**config.mk**
```make
export PLATFORM = sky130hd
export DESIGN_NAME = fuse_prog_seq
export DESIGN_NICKNAME = d
export VERILOG_FILES = /design/src/rtl/fps_pkg.sv /design/src/rtl/fps_image_buf.sv /design/src/rtl/fps_timer.sv /design/src/rtl/fps_lane_sel.sv /design/src/rtl/fuse_prog_seq.sv
export SDC_FILE = /design/constraint.sdc
export NUM_CORES = 1
export LEC_CHECK = 0
export ABC_CLOCK_PERIOD_IN_PS = 3900
export BUFFER_PORTS_ARGS = -buffer_cell sky130_fd_sc_hd__buf_2
export CAP_MARGIN = 25
export CORE_UTILIZATION = 55
export CTS_CLUSTER_DIAMETER = 150
export DETAILED_ROUTE_END_ITERATION = 7
export GPL_TIMING_DRIVEN = 0
export MAX_ROUTING_LAYER = met4
export PLACE_DENSITY = 0.77
export SYNTH_ARGS = -nofsm -noshare
export SYNTH_HDL_FRONTEND = slang
export SYNTH_HIERARCHICAL = 1
export SYNTH_SLANG_ARGS = --single-unit
```
**constraint.sdc**
```tcl
create_clock -name clk -period 3.9 [get_ports clk]
set_input_delay 0.39 -clock clk [delete_from_list [all_inputs] [get_ports clk]]
set_output_delay 0.39 -clock clk [all_outputs]
set_load 0.02 [all_outputs]
```
**src/rtl/fps_pkg.sv**
```systemverilog
package fps_pkg;

    typedef enum logic [2:0] {
        ST_IDLE,
        ST_SCAN,
        ST_GAP,
        ST_SETTLE,
        ST_PULSE,
        ST_READ,
        ST_CHECK
    } seq_state_e;

endpackage

```
**src/rtl/fps_image_buf.sv**
```systemverilog
module fps_image_buf #(
    parameter int ADDR_W = 8,
    parameter int LANES  = 4
) (
    input  logic              clk,
    input  logic              wr_en,
    input  logic [ADDR_W-1:0] waddr,
    input  logic [LANES-1:0]  wdata,
    input  logic [ADDR_W-1:0] raddr,
    output logic [LANES-1:0]  rdata
);
    localparam int DEPTH = 1 << ADDR_W;

    logic [LANES-1:0] mem_q [DEPTH];

    always_ff @(posedge clk) begin
        if (wr_en) begin
            mem_q[waddr] <= wdata;
        end
    end

    assign rdata = mem_q[raddr];

endmodule

```
**src/rtl/fps_timer.sv**
```systemverilog
module fps_timer #(
    parameter int CNT_W = 5
) (
    input  logic             clk,
    input  logic             rst_n,
    input  logic             load,
    input  logic [CNT_W-1:0] load_val,
    output logic             expired
);
    logic [CNT_W-1:0] cnt_d, cnt_q;

    always_comb begin
        cnt_d = cnt_q;
        if (load) begin
            cnt_d = load_val;
        end else if (cnt_q != '0) begin
            cnt_d = cnt_q - 1'b1;
        end
    end

    always_ff @(posedge clk or negedge rst_n) begin
        if (!rst_n) begin
            cnt_q <= '0;
        end else begin
            cnt_q <= cnt_d;
        end
    end

    assign expired = (cnt_q == '0);

endmodule

```
**src/rtl/fps_lane_sel.sv**
```systemverilog
module fps_lane_sel #(
    parameter int LANES  = 4,
    parameter int LIDX_W = 3
) (
    input  logic [LANES-1:0]  word,
    input  logic [LIDX_W-1:0] from_lane,
    output logic              found,
    output logic [LIDX_W-1:0] lane
);
    logic [LANES-1:0] cand;

    for (genvar g = 0; g < LANES; g++) begin : g_cand
        assign cand[g] = !word[g] && (LIDX_W'(g) >= from_lane);
    end

    always_comb begin
        found = 1'b0;
        lane  = '0;
        for (int i = LANES - 1; i >= 0; i--) begin
            if (cand[i]) begin
                found = 1'b1;
                lane  = LIDX_W'(i);
            end
        end
    end

endmodule

```
**src/rtl/fuse_prog_seq.sv**
```systemverilog
module fuse_prog_seq #(
    parameter int ADDR_W     = 8,
    parameter int LANES      = 4,
    parameter int SETTLE_CYC = 16,
    parameter int PULSE_CYC  = 4,
    parameter int GAP_CYC    = 2
) (
    input  logic              clk,
    input  logic              rst_n,
    input  logic              img_we,
    input  logic [ADDR_W-1:0] img_waddr,
    input  logic [LANES-1:0]  img_wdata,
    input  logic              start,
    output logic              busy,
    output logic              done,
    output logic              err,
    output logic [ADDR_W-1:0] err_addr,
    output logic [ADDR_W-1:0] dev_addr,
    output logic              dev_pgm_en,
    output logic [LANES-1:0]  dev_lane_pulse,
    output logic              dev_rd,
    input  logic [LANES-1:0]  dev_rdata
);
    import fps_pkg::*;

    localparam int DEPTH    = 1 << ADDR_W;
    localparam int LIDX_W   = $clog2(LANES) + 1;
    localparam int MAX_SP   = (SETTLE_CYC > PULSE_CYC) ? SETTLE_CYC : PULSE_CYC;
    localparam int MAX_CYC  = (MAX_SP > GAP_CYC) ? MAX_SP : GAP_CYC;
    localparam int TMR_W    = $clog2(MAX_CYC + 1);
    localparam logic [ADDR_W-1:0] LAST_ADDR = ADDR_W'(DEPTH - 1);

    typedef struct packed {
        seq_state_e        st;
        logic [ADDR_W-1:0] addr;
        logic [LIDX_W-1:0] lane;
        logic              done;
        logic              err;
        logic [ADDR_W-1:0] err_addr;
    } seq_regs_t;

    seq_regs_t r_d, r_q;

    logic              tmr_load;
    logic [TMR_W-1:0]  tmr_val;
    logic              tmr_expired;
    logic [LANES-1:0]  img_word;
    logic              zero_found;
    logic [LIDX_W-1:0] zero_lane;
    logic              buf_wr_en;

    assign buf_wr_en = img_we && (r_q.st == ST_IDLE);

    fps_image_buf #(
        .ADDR_W (ADDR_W),
        .LANES  (LANES)
    ) u_image_buf (
        .clk   (clk),
        .wr_en (buf_wr_en),
        .waddr (img_waddr),
        .wdata (img_wdata),
        .raddr (r_q.addr),
        .rdata (img_word)
    );

    fps_timer #(
        .CNT_W (TMR_W)
    ) u_timer (
        .clk      (clk),
        .rst_n    (rst_n),
        .load     (tmr_load),
        .load_val (tmr_val),
        .expired  (tmr_expired)
    );

    fps_lane_sel #(
        .LANES  (LANES),
        .LIDX_W (LIDX_W)
    ) u_lane_sel (
        .word      (img_word),
        .from_lane (r_q.lane),
        .found     (zero_found),
        .lane      (zero_lane)
    );

    always_comb begin
        r_d      = r_q;
        r_d.done = 1'b0;
        tmr_load = 1'b0;
        tmr_val  = '0;
        unique case (r_q.st)
            ST_IDLE: begin
                if (start) begin
                    r_d.st   = ST_SCAN;
                    r_d.addr = '0;
                    r_d.lane = '0;
                    r_d.err  = 1'b0;
                end
            end
            ST_SCAN: begin
                if (zero_found) begin
                    r_d.lane = zero_lane;
                    r_d.st   = ST_GAP;
                    tmr_load = 1'b1;
                    tmr_val  = TMR_W'(GAP_CYC - 1);
                end else begin
                    r_d.st = ST_READ;
                end
            end
            ST_GAP: begin
                if (tmr_expired) begin
                    r_d.st   = ST_SETTLE;
                    tmr_load = 1'b1;
                    tmr_val  = TMR_W'(SETTLE_CYC - 1);
                end
            end
            ST_SETTLE: begin
                if (tmr_expired) begin
                    r_d.st   = ST_PULSE;
                    tmr_load = 1'b1;
                    tmr_val  = TMR_W'(PULSE_CYC - 1);
                end
            end
            ST_PULSE: begin
                if (tmr_expired) begin
                    r_d.lane = r_q.lane + 1'b1;
                    r_d.st   = ST_SCAN;
                end
            end
            ST_READ: begin
                r_d.st = ST_CHECK;
            end
            ST_CHECK: begin
                if (dev_rdata != img_word) begin
                    r_d.err      = 1'b1;
                    r_d.err_addr = r_q.addr;
                    r_d.st       = ST_IDLE;
                end else if (r_q.addr == LAST_ADDR) begin
                    r_d.done = 1'b1;
                    r_d.st   = ST_IDLE;
                end else begin
                    r_d.addr = r_q.addr + 1'b1;
                    r_d.lane = '0;
                    r_d.st   = ST_SCAN;
                end
            end
            default: begin
                r_d.st = ST_IDLE;
            end
        endcase
    end

    always_ff @(posedge clk or negedge rst_n) begin
        if (!rst_n) begin
            r_q <= '{st: ST_IDLE, addr: '0, lane: '0, done: 1'b0,
                     err: 1'b0, err_addr: '0};
        end else begin
            r_q <= r_d;
        end
    end

    assign busy       = (r_q.st != ST_IDLE);
    assign done       = r_q.done;
    assign err        = r_q.err;
    assign err_addr   = r_q.err_addr;
    assign dev_addr   = r_q.addr;
    assign dev_pgm_en = (r_q.st == ST_SETTLE) || (r_q.st == ST_PULSE);
    assign dev_rd     = (r_q.st == ST_READ) || (r_q.st == ST_CHECK);

    for (genvar g = 0; g < LANES; g++) begin : g_pulse
        assign dev_lane_pulse[g] = (r_q.st == ST_PULSE) && (r_q.lane == LIDX_W'(g));
    end

endmodule

```
# [Yosys cells after proc, flatten, opt, wreduce, memory -nomap -nowiden]
# Memory sizes are Yosys's and may differ from the RTL's.
# Cells that the tools add are included.
[classes] n_addsub=3 magnitude_cmp=4 n_eq_ne=19 muxes=38 n_reduce_logical=29
[op_table] operator="3-bit one-hot mux with 7 select lines" n=1
[op_table] operator="3-bit 2-to-1 mux" n=6
[op_table] operator="8-bit one-hot mux with 2 select lines" n=1
[op_table] operator="1-bit 2-to-1 mux" n=14
[op_table] operator="14-bit 2-to-1 mux" n=1
[op_table] operator="2-bit != test (second input constant)" n=7
[op_table] operator="3-bit by 2-bit equality test with 1-bit output (second input constant)" n=4
[op_table] operator="12-bit 2-to-1 mux" n=1
[op_table] operator="3-bit one-hot mux with 4 select lines" n=1
[op_table] operator="4-bit one-hot mux with 3 select lines" n=1
[op_table] operator="11-bit 2-to-1 mux" n=1
[op_table] operator="2-bit 2-to-1 mux" n=5
[op_table] operator="5-bit 2-to-1 mux" n=2
[op_table] operator="3-bit equality test (second input constant)" n=3
[op_table] operator="1-bit logical AND" n=9
[op_table] operator="9-bit 2-to-1 mux" n=1
[op_table] operator="8-bit by 1-bit adder with 8-bit output (second input constant)" n=1
[op_table] operator="8-bit equality test (second input constant)" n=1
[op_table] operator="4-bit AND reduction" n=2
[op_table] operator="3-bit by 1-bit equality test with 1-bit output (second input constant)" n=2
[op_table] operator="1-bit by 3-bit greater-or-equal comparator with 1-bit output (first input constant)" n=2
[op_table] operator="2-bit by 3-bit greater-or-equal comparator with 1-bit output (first input constant)" n=2
[op_table] operator="3-bit logical NOT" n=2
[op_table] operator="6-bit AND reduction" n=1
[op_table] operator="other kinds (16)" n=22
[word_totals] ff_bits=29 ram_bits=1024 out_inout_bits=25 wordCells=101 n_memories=1
[memory_table] name="u_image_buf.mem_q" depth=256 word_bits=4 read_ports=1 rd_clocked_by_memory_dff=0 write_ports=1 line_no="fps_image_buf.sv:14" source="logic [LANES-1:0] mem_q [DEPTH];"

# [Depth between registers and ports, before layout]
# Gate-level depths: netlist (run 1).
# An unclocked memory read counts as a cell.
[depth] depth_word=10 ltp_mapped=18 ltp_nobuf=12

# [By module]
# Netlist (run 1), hierarchy kept.
[modules_own_cells] mod="fps_image_buf" n_inst=1 cells_each=2047 area_each_um2=40595.2 seq_area_each_um2=30749.5
[modules_own_cells] mod="fuse_prog_seq" n_inst=1 cells_each=159 area_each_um2=1606.5 seq_area_each_um2=600.6
[modules_own_cells] mod="fps_timer" n_inst=1 cells_each=27 area_each_um2=279.0 seq_area_each_um2=125.1
[modules_own_cells] mod="fps_lane_sel" n_inst=1 cells_each=14 area_each_um2=88.8 seq_area_each_um2=0.0

# [Worst setup path after synthesis (run 1)]
# No wires, ideal clock.
[synth_path] path_kind="register -> register" start="reg r_q, in the netlist dev_addr[0]" end="reg r_q[12] (netlist bit)" setup_time_ps=125 arrival_time_ps=3699 t_required_ps=3775 setup_slack_ps=76 stages_incl_launch_ff=17 period_less_slack_ps=3824 path_cell_list="dfrtp_1 > buf_6 > buf_6 > buf_6 > buf_4 > buf_4 > mux4_2 > o22ai_1 > a21oi_1 > o211ai_1 > o211ai_1 > a21oi_1 > a22o_1 > mux2i_1 > o32a_1 > nor3_4 > mux2_4"
[synth_via] elab_cells_between_ends=19 classes_between="5 x eq/ne; 4 x mux; 9 x reduce/logical; 1 x memory"
[synth_lines] element="start: declaration" line_no="fuse_prog_seq.sv:42" source="seq_regs_t r_d, r_q;"
[synth_lines] element="start signal: assignment" line_no="fuse_prog_seq.sv:155" source="r_q <= '{st: ST_IDLE, addr: '0, lane: '0, done: 1'b0,"
[synth_lines] element="start signal: assignment" line_no="fuse_prog_seq.sv:158" source="r_q <= r_d;"
[synth_lines] element="memory read 256 x 4 bit"
[synth_lines] element="named net img_word[2]" line_no="fuse_prog_seq.sv:47" source="logic [LANES-1:0] img_word;"
[synth_lines] element="1-bit logical NOT" line_no="fps_lane_sel.sv:13" source="assign cand[g] = !word[g] && (LIDX_W'(g) >= from_lane);"
[synth_lines] element="1-bit logical AND" line_no="fps_lane_sel.sv:13"
[synth_lines] element="1-bit 2-to-1 mux (3 in series)" line_no="fps_lane_sel.sv:20" source="if (cand[i]) begin"
[synth_lines] element="named net zero_found" line_no="fuse_prog_seq.sv:48" source="logic zero_found;"
[synth_lines] element="2-bit by 1-bit != test with 1-bit output (no line)"
[synth_lines] element="6-bit AND reduction (no line)"
# The timed path passes the listed nets, and every way through them passes these cells.
# A chain may end at the register's enable or synchronous reset.

# [Worst setup path after layout (run 1)]
[layout_path] start="reg r_q, in the netlist dev_addr[1]" end="reg r_q[12] (netlist bit)"
[layout_via] elab_cells_between_ends=19 classes_between="5 x eq/ne; 4 x mux; 9 x reduce/logical; 1 x memory"
[layout_lines] element="memory read 256 x 4 bit"
[layout_lines] element="named net img_word[0]" line_no="fuse_prog_seq.sv:47"
[layout_lines] element="1-bit logical NOT" line_no="fps_lane_sel.sv:13"
[layout_lines] element="1-bit logical AND" line_no="fps_lane_sel.sv:13"
[layout_lines] element="1-bit 2-to-1 mux" line_no="fps_lane_sel.sv:20"
[layout_lines] element="named net zero_found" line_no="fuse_prog_seq.sv:48"
[layout_lines] element="2-bit by 1-bit != test with 1-bit output (no line)"
[layout_lines] element="6-bit AND reduction (no line)"
# The timed path passes the listed nets, and every way through them passes these cells.

==> results of run 1 <==
==> logic make-up after synthesis <==
| family | Yosys count | synth area share |
|---|---|---|
| flops | 1053 | 0.7394 |
| buf+inv | 162 | 0.02087 |
| other cells | 2 | 0.0001764 |
| mux | 336 | 0.1531 |
| simple gates | 513 | 0.05385 |
| compound gates | 160 | 0.02701 |
| xor+xnor | 14 | 0.003586 |
| fa+ha+maj | 7 | 0.002057 |
==> Yosys cell counts (6+ instances only) <==
library cell / number
nor2_1: 283
a221oi_1: 9
buf_6: 19
o211ai_1: 13
nand4_1: 17
mux2i_1: 69
mux2_2: 16
inv_1: 10
a22oi_1: 32
o21ai_0: 22
nor3_1: 12
buf_4: 29
mux4_2: 250
o221ai_1: 8
edfxtp_1: 1024
a31oi_1: 6
ha_1: 7
nand2b_1: 16
o22ai_1: 12
a2111oi_0: 7
a211oi_1: 7
buf_2: 22
buf_1: 10
nand3_1: 45
xnor2_1: 6
dfrtp_1: 29
clkbuf_1: 70
nor2b_1: 28
nand2_1: 76
a21oi_1: 16
==> placed cells by master (no fill, tap or decap), types with 11 or more instances in the layout <==
| master | n |
|---|---|
| buf_4 | 58 |
| nor2_1 | 280 |
| buf_8 | 22 |
| clkinv_2 | 22 |
| a21oi_1 | 14 |
| clkbuf_16 | 104 |
| a22oi_1 | 28 |
| clkbuf_2 | 17 |
| nand4_1 | 17 |
| clkinv_1 | 19 |
| buf_6 | 18 |
| mux4_2 | 250 |
| nor2b_1 | 26 |
| mux2i_1 | 64 |
| o21ai_0 | 15 |
| edfxtp_1 | 1024 |
| o22ai_1 | 11 |
| clkbuf_1 | 54 |
| o211ai_1 | 13 |
| buf_16 | 13 |
| nand2b_1 | 14 |
| buf_2 | 42 |
| dfrtp_1 | 23 |
| nand2_1 | 68 |
| buf_12 | 18 |
| nand3_1 | 44 |
| clkbuf_4 | 13 |
==> worst paths after layout <==
kind / to / startpoint / cells after the start
min reg2reg: err / err / 1
min in group asynchronous: r_q[11] / rst_n / 2
max: r_q[12] / dev_addr[1] / 14
min: u_image_buf/mem_q[186][1] / img_wdata[1] / 1
max reg2reg: r_q[12] / dev_addr[1] / 14
max in group asynchronous: dev_addr[4] / rst_n / 2
==> metal layers <==
metal  wire length (microns)  part of all wire  vias up
li1                        -                 -     9456
met1                   40120              0.35    12220
met2                   54100              0.47     1803
met3                   14690              0.13      376
met4                    5664             0.049        0
met5                       0                 0        -
==> cell type report <==
cell class	instances	area share
repair buffers	94	0.01869
plain buffers	150	0.02785
clock buffers	122	0.05497
flip-flops and latches	1053	0.6434
diodes	1	0.00005114
well taps	1030	0.02634
inverters	11	0.0009461
multi-input cells	1032	0.2159
clock inverters	64	0.01181
==> sequential cells by signal (all words and copies together), names as in the netlist <==
signal,count
done,1
dev_addr,8
u_image_buf/mem_q,1024
err,1
u_timer/cnt_q,5
err_addr,8
r_q,6
==> power by group through the flow <==
stage          Sequential (mW)  Combinational [mW]  Clock (mW)
2_1_floorplan             12.8                1.19           0
3_3_place_gp              12.8                1.74           0
3_5_place_dp              12.8                1.83           0
4_1_cts                   12.5                1.98        9.71
5_1_grt                   12.6                2.33        10.1
6_report                  12.6                2.23        9.64
==> what timing repair did <==
| action | in CTS | in global routing |
|---|---|---|
| cloned | 1 | 0 |
| hold buffers | 1 | 0 |
| resized for setup | 193 | 97 |
| hold endpoints to repair | 29 | 0 |
| setup buffers | 18 | 19 |
| setup endpoints to repair | 29 | 37 |
| pin swaps | 18 | 13 |
==> critical path, stage by stage (launching register included) <==
cell and delay [ns]:
dfrtp_2 0.44, buf_4 0.23, buf_4 0.25, buf_4 0.26, mux4_2 0.34, mux2i_1 0.49
a2111oi_4 0.19, nor4_2 0.38, o211ai_1 0.27, o21ai_1 0.26, a22o_1 0.22, mux2i_1 0.09
o32a_1 0.32, nor3_4 0.28, mux2_4 0.33
==> stage by stage <==
stage	TNS, ns	hold WS [ns]
2_1_floorplan	0	0.09441
3_3_place_gp	-308.47	0.4451
3_5_place_dp	-51.52	0.4594
4_1_cts	-3.322	0.1591
5_1_grt	-5.651	0.1720
6_report	-6.100	0.1619
==> flow_summary.json, run 1 <==
{
  "status": "finished with violations",
  "violations": "negative setup slack",
  "ys_seq_area_frac": 0.7394,
  "grt_pass1_vias": 23550,
  "overflow": 0,
  "nets": 2469,
  "crit_arrival_ns": 5.01,
  "total_leakage_power_nw": 15.03,
  "synth_cell_types": 67,
  "num_vias": 23860,
  "dpl.cell_count": 3332,
  "p_total_mw": 24.43,
  "p_sw_frac": 0.2228,
  "busiest_layer": "met2",
  "synth_top_area_frac": 0.7223,
  "worst_slack_ns": -0.5712,
  "ys_ff_latch": 1053,
  "p_seq_frac": 0.514,
  "rrSetupSlack_ns": -0.57,
  "seq_area_sq_um": 31490,
  "instances_no_fill": 3557,
  "worstPathMaxFanout": 10,
  "slew_headroom": 0.2719,
  "gp_congestion": 0.9877,
  "yosys.area.top_type": "edfxtp_1",
  "use_met3": 0.08294,
  "grt_use_met1": 0.3875,
  "synth_cells": 2247,
  "cp-end-kind": "flip-flop",
  "htreeDepth": 3,
  "synth_edf_count": 1024,
  "detail-route-antenna-nets": 0,
  "fp.dieH_microns": 280.2,
  "grt_max_degree": 174,
  "num-fill-cells": 4863,
  "comb_power_share": 0.091,
  "path_clk_slew_ns": 0.06,
  "synthArstFlopShare": 0.02754,
  "port_buffers": 40,
  "worst_slew_pin_slew_ns": 1.090,
  "drive_gt1_frac": 0.2736,
  "fmax_mhz": 223.7,
  "drcViolationCount": 0,
  "power_frac_clock": 0.395,
  "hold_viol_final": 0,
  "numClockSinks": 1053,
  "cts-root-buf": "clkbuf_16",
  "clk_path_buf_depth": 3,
  "dpl-instance-area_sq_um": 44420,
  "syn_area_per_cell_sq_um": 18.95,
  "slew_violations": 0,
  "min_path_type": "input pin to flip-flop",
  "routed_via_density": 6.707,
  "rsz0062_at_grt": "true",
  "timing.final.crit_share": 1.146,
  "area_growth_pct": 14.95,
  "ys_top_cells_by_area": "edfxtp_1, mux4_2, nor2_1",
  "vdd_drop_max_uv": 408.0,
  "syn-num-nets": 2274,
  "critPathRequiredTime_ns": 4.44,
  "dpl_worst_slack_ns": -2.012,
  "core_sq_um": 76200,
  "antenna_found_initial": 1,
  "hpwl_microns": 74380,
  "p_per_area_nw_per_um2": 499.2,
  "path_class": "flip-flop to flip-flop",
  "fin_util": 0.6422,
  "cts_tree": "yes",
  "finalWirelength_microns": 114600,
  "finalSetupViolCount": 29,
  "drtIter0Drc": 3916,
  "ios": 45,
  "internal_power_mw": 18.99,
  "fin_skew_ns": 0.02322,
  "p_switching_mw": 5.441,
  "wl_per_cell_microns": 32.21,
  "final_area_sq_um": 48930,
  "grt_pass1_wl_microns": 161300,
  "numCtsBuffers": 100,
  "die-area_sq_um": 78510,
  "grt_usage": 0.3019,
  "multiInputGateArea_sq_um": 10570,
  "min_period_ns": 4.471,
  "die_width_microns": 280.2,
  "clock_latency_ns": 0.67,
  "crit_path_start_kind": "flip-flop",
  "synth_area_sq_um": 42570,
  "cap_violations": 0,
  "initial_core_util": 0.5586,
  "rows": 101,
  "gr-usage-met2": 0.4576,
  "synth_ff_type": "edfxtp_1",
  "ys_warn_count": 6,
  "first_pass_iters": 6
}
Power figures use the tool's default switching activity.
==> run 2, diff against run 1 <==
Settings changed: ABC_CLOCK_PERIOD_IN_PS 3900 to 4410, CORE_UTILIZATION 55 to 42, PLACE_DENSITY 0.77 to 0.6.
Clock period 3.9 ns to 4.41 ns, I/O delays scaled along.
==> flow_summary.json, run 2 (same netlist as run 1, synthesis figures left out) <==
{
  "p_switching_mw": 4.895,
  "cts-root-buf": "clkbuf_16",
  "critPathRequiredTime_ns": 5.01,
  "r2r_cells": 17,
  "area_growth_pct": 15.56,
  "worst_slew_pin_slew_ns": 1.048,
  "crit_path_start_kind": "flip-flop",
  "crit_buf_inv": 6,
  "min_period_ns": 4.454,
  "crit_chain": "buf_6 -> buf_6 -> clkbuf_4 -> buf_8 -> buf_6 -> mux4_2 -> a221oi_1 -> o21ai_0 -> nand4_1 -> o211ai_1 -> o21ai_1 -> a22o_1 -> mux2i_1 -> o32a_1 -> nor3_4 -> buf_4 -> mux2i_1",
  "hold_viol_final": 0,
  "cpMaxStageDelayCell": "dfrtp_2",
  "power_frac_clock": 0.420,
  "final_common_cell": "edfxtp_1",
  "dpl.cell_count": 3659,
  "drtIter0Drc": 2914,
  "clock_latency_ns": 0.70,
  "p_per_area_nw_per_um2": 450.3,
  "path_clk_slew_ns": 0.06,
  "overflow": 0,
  "whs_endpoint": "err",
  "routed_via_density": 5.923,
  "detail-route-antenna-nets": 0,
  "cts_tree": "yes",
  "dpl-instance-area_sq_um": 44820,
  "cp-end-kind": "flip-flop",
  "internal_power_mw": 17.26,
  "path_class": "flip-flop to flip-flop",
  "grt_pass1_vias": 22970,
  "numCtsBuffers": 106,
  "hpwl_microns": 79150,
  "largest_register_ffs": 1024,
  "fp.dieH_microns": 320.4,
  "htreeDepth": 3,
  "grt_pass1_wl_microns": 166000,
  "antenna_found_initial": 7,
  "r2r-start": "dev_addr[1]",
  "layout_common_cells": "edfxtp_1, nor2_1, mux4_2, clkbuf_16, nand2_1",
  "total_leakage_power_nw": 14.95,
  "worstPathMaxFanout": 10,
  "wl_per_cell_microns": 30.10,
  "p_seq_frac": 0.501,
  "holdCritStartpoint": "start",
  "grt_usage": 0.2358,
  "first_pass_iters": 8,
  "rrSetupSlack_ns": -0.04,
  "crit_arrival_ns": 5.06,
  "clk_path_buf_depth": 3,
  "final_area_sq_um": 49190,
  "worst_slack_ns": -0.04364,
  "nets": 2448,
  "hold_depth": 3,
  "fin_skew_ns": 0.05646,
  "die-area_sq_um": 102600,
  "vdd_drop_max_uv": 350.4,
  "cap_violations": 0,
  "fmax_mhz": 224.5,
  "critical_path_depth": 17,
  "slowest_delay_ns": 0.44,
  "comb_power_share": 0.079,
  "status": "finished with violations",
  "p_sw_frac": 0.2210,
  "drcViolationCount": 16,
  "violations": "design-rule violations, negative setup slack",
  "initial_core_util": 0.4245,
  "top_register": "u_image_buf/mem_q",
  "finalWirelength_microns": 116600,
  "drive_gt1_frac": 0.2648,
  "hold_slack_ns": 0.1732,
  "gp_congestion": 0.9367,
  "cp_common_cell": "buf_6",
  "num-fill-cells": 8193,
  "die_width_microns": 320.4,
  "slew_violations": 0,
  "timing.final.crit_share": 1.010,
  "port_buffers": 40,
  "cpLargestDelayFamily": "compound AO/OA/AOI/OAI gates",
  "tns_ns": -0.1062,
  "grt_max_degree": 150,
  "reg2reg_to": "r_q[10]",
  "min_path_type": "input pin to flip-flop",
  "ios": 45,
  "finalSetupViolCount": 3,
  "dpl_worst_slack_ns": -1.693,
  "instances_no_fill": 3874,
  "slew_headroom": 0.3012,
  "core_sq_um": 100300,
  "numClockSinks": 1053,
  "num_vias": 22950,
  "rows": 116
}
## run 2: cell count changes in the layout (fill, tap and decap cells not counted), sizes merged
cell / delta
buf: -27
bufinv: +8
clkinv: +5
diode: +5
clkinvlp: -3
inv: +2
## run 2: worst max-delay path by stage
stage	from	endpoint
floorplan	dev_addr[0]	r_q[12]
global placement	dev_addr[2]	r_q[12]
detailed placement	dev_addr[1]	r_q[12]
CTS	dev_addr[1]	r_q[12]
global route	dev_addr[4]	r_q[11]
finish	dev_addr[1]	r_q[10]
## run 2: final cells by class
cell class / count / area [sq um] / share of cell area
Buffer: 149 / 1234 / 0.02508
Clock buffer: 122 / 2744 / 0.05578
Antenna cell: 6 / 15.01 / 0.0003052
Sequential cell: 1053 / 31480 / 0.6399
Multi-Input combinational cell: 1032 / 10450 / 0.2125
Clock inverter: 76 / 885.9 / 0.01801
Inverter: 11 / 43.79 / 0.0008902
Tap cell: 1357 / 1698 / 0.03451
Timing Repair Buffer: 68 / 640.6 / 0.01302
## run 2: what timing repair did
action                                 CTS  global route
buffers inserted                        10             2
hold buffers                             1             0
setup endpoints to repair               29             8
gates resized for setup                163            40
pin swaps                               17            12
endpoints found under the hold margin   29             0
## run 2: worst reg2reg max path: stages, from the launching register on
cell	delay [ns]
dfrtp_2	0.44
buf_6	0.18
buf_6	0.19
clkbuf_4	0.23
buf_8	0.18
buf_6	0.23
mux4_2	0.33
a221oi_1	0.35
o21ai_0	0.18
nand4_1	0.29
o211ai_1	0.29
o21ai_1	0.26
a22o_1	0.21
mux2i_1	0.09
o32a_1	0.32
nor3_4	0.22
buf_4	0.17
mux2i_1	0.19
## run 2: stage by stage
step                power, mW  utilization
CTS                     22.26       0.4890
floorplan               12.35            -
finish                  22.15       0.4905
global placement        12.91       0.4434
detailed placement      12.94       0.4469
global route            22.72       0.4905
## run 2: power by group through the flow
stage          clock [mW]  combinational [mW]  sequential [mW]
4_1_cts              9.43                1.74             11.1
6_report             9.31                1.74             11.1
5_1_grt              9.76                1.85             11.1
3_3_place_gp            0                1.57             11.3
3_5_place_dp            0                1.63             11.3
2_1_floorplan           0                1.05             11.3
## run 2: metal layers
metal  GRT usage  wire length (microns)
met5           -                      0
met4     0.07974                   4522
met3     0.04609                  10190
met2      0.3653                  55240
met1      0.3137                  46660
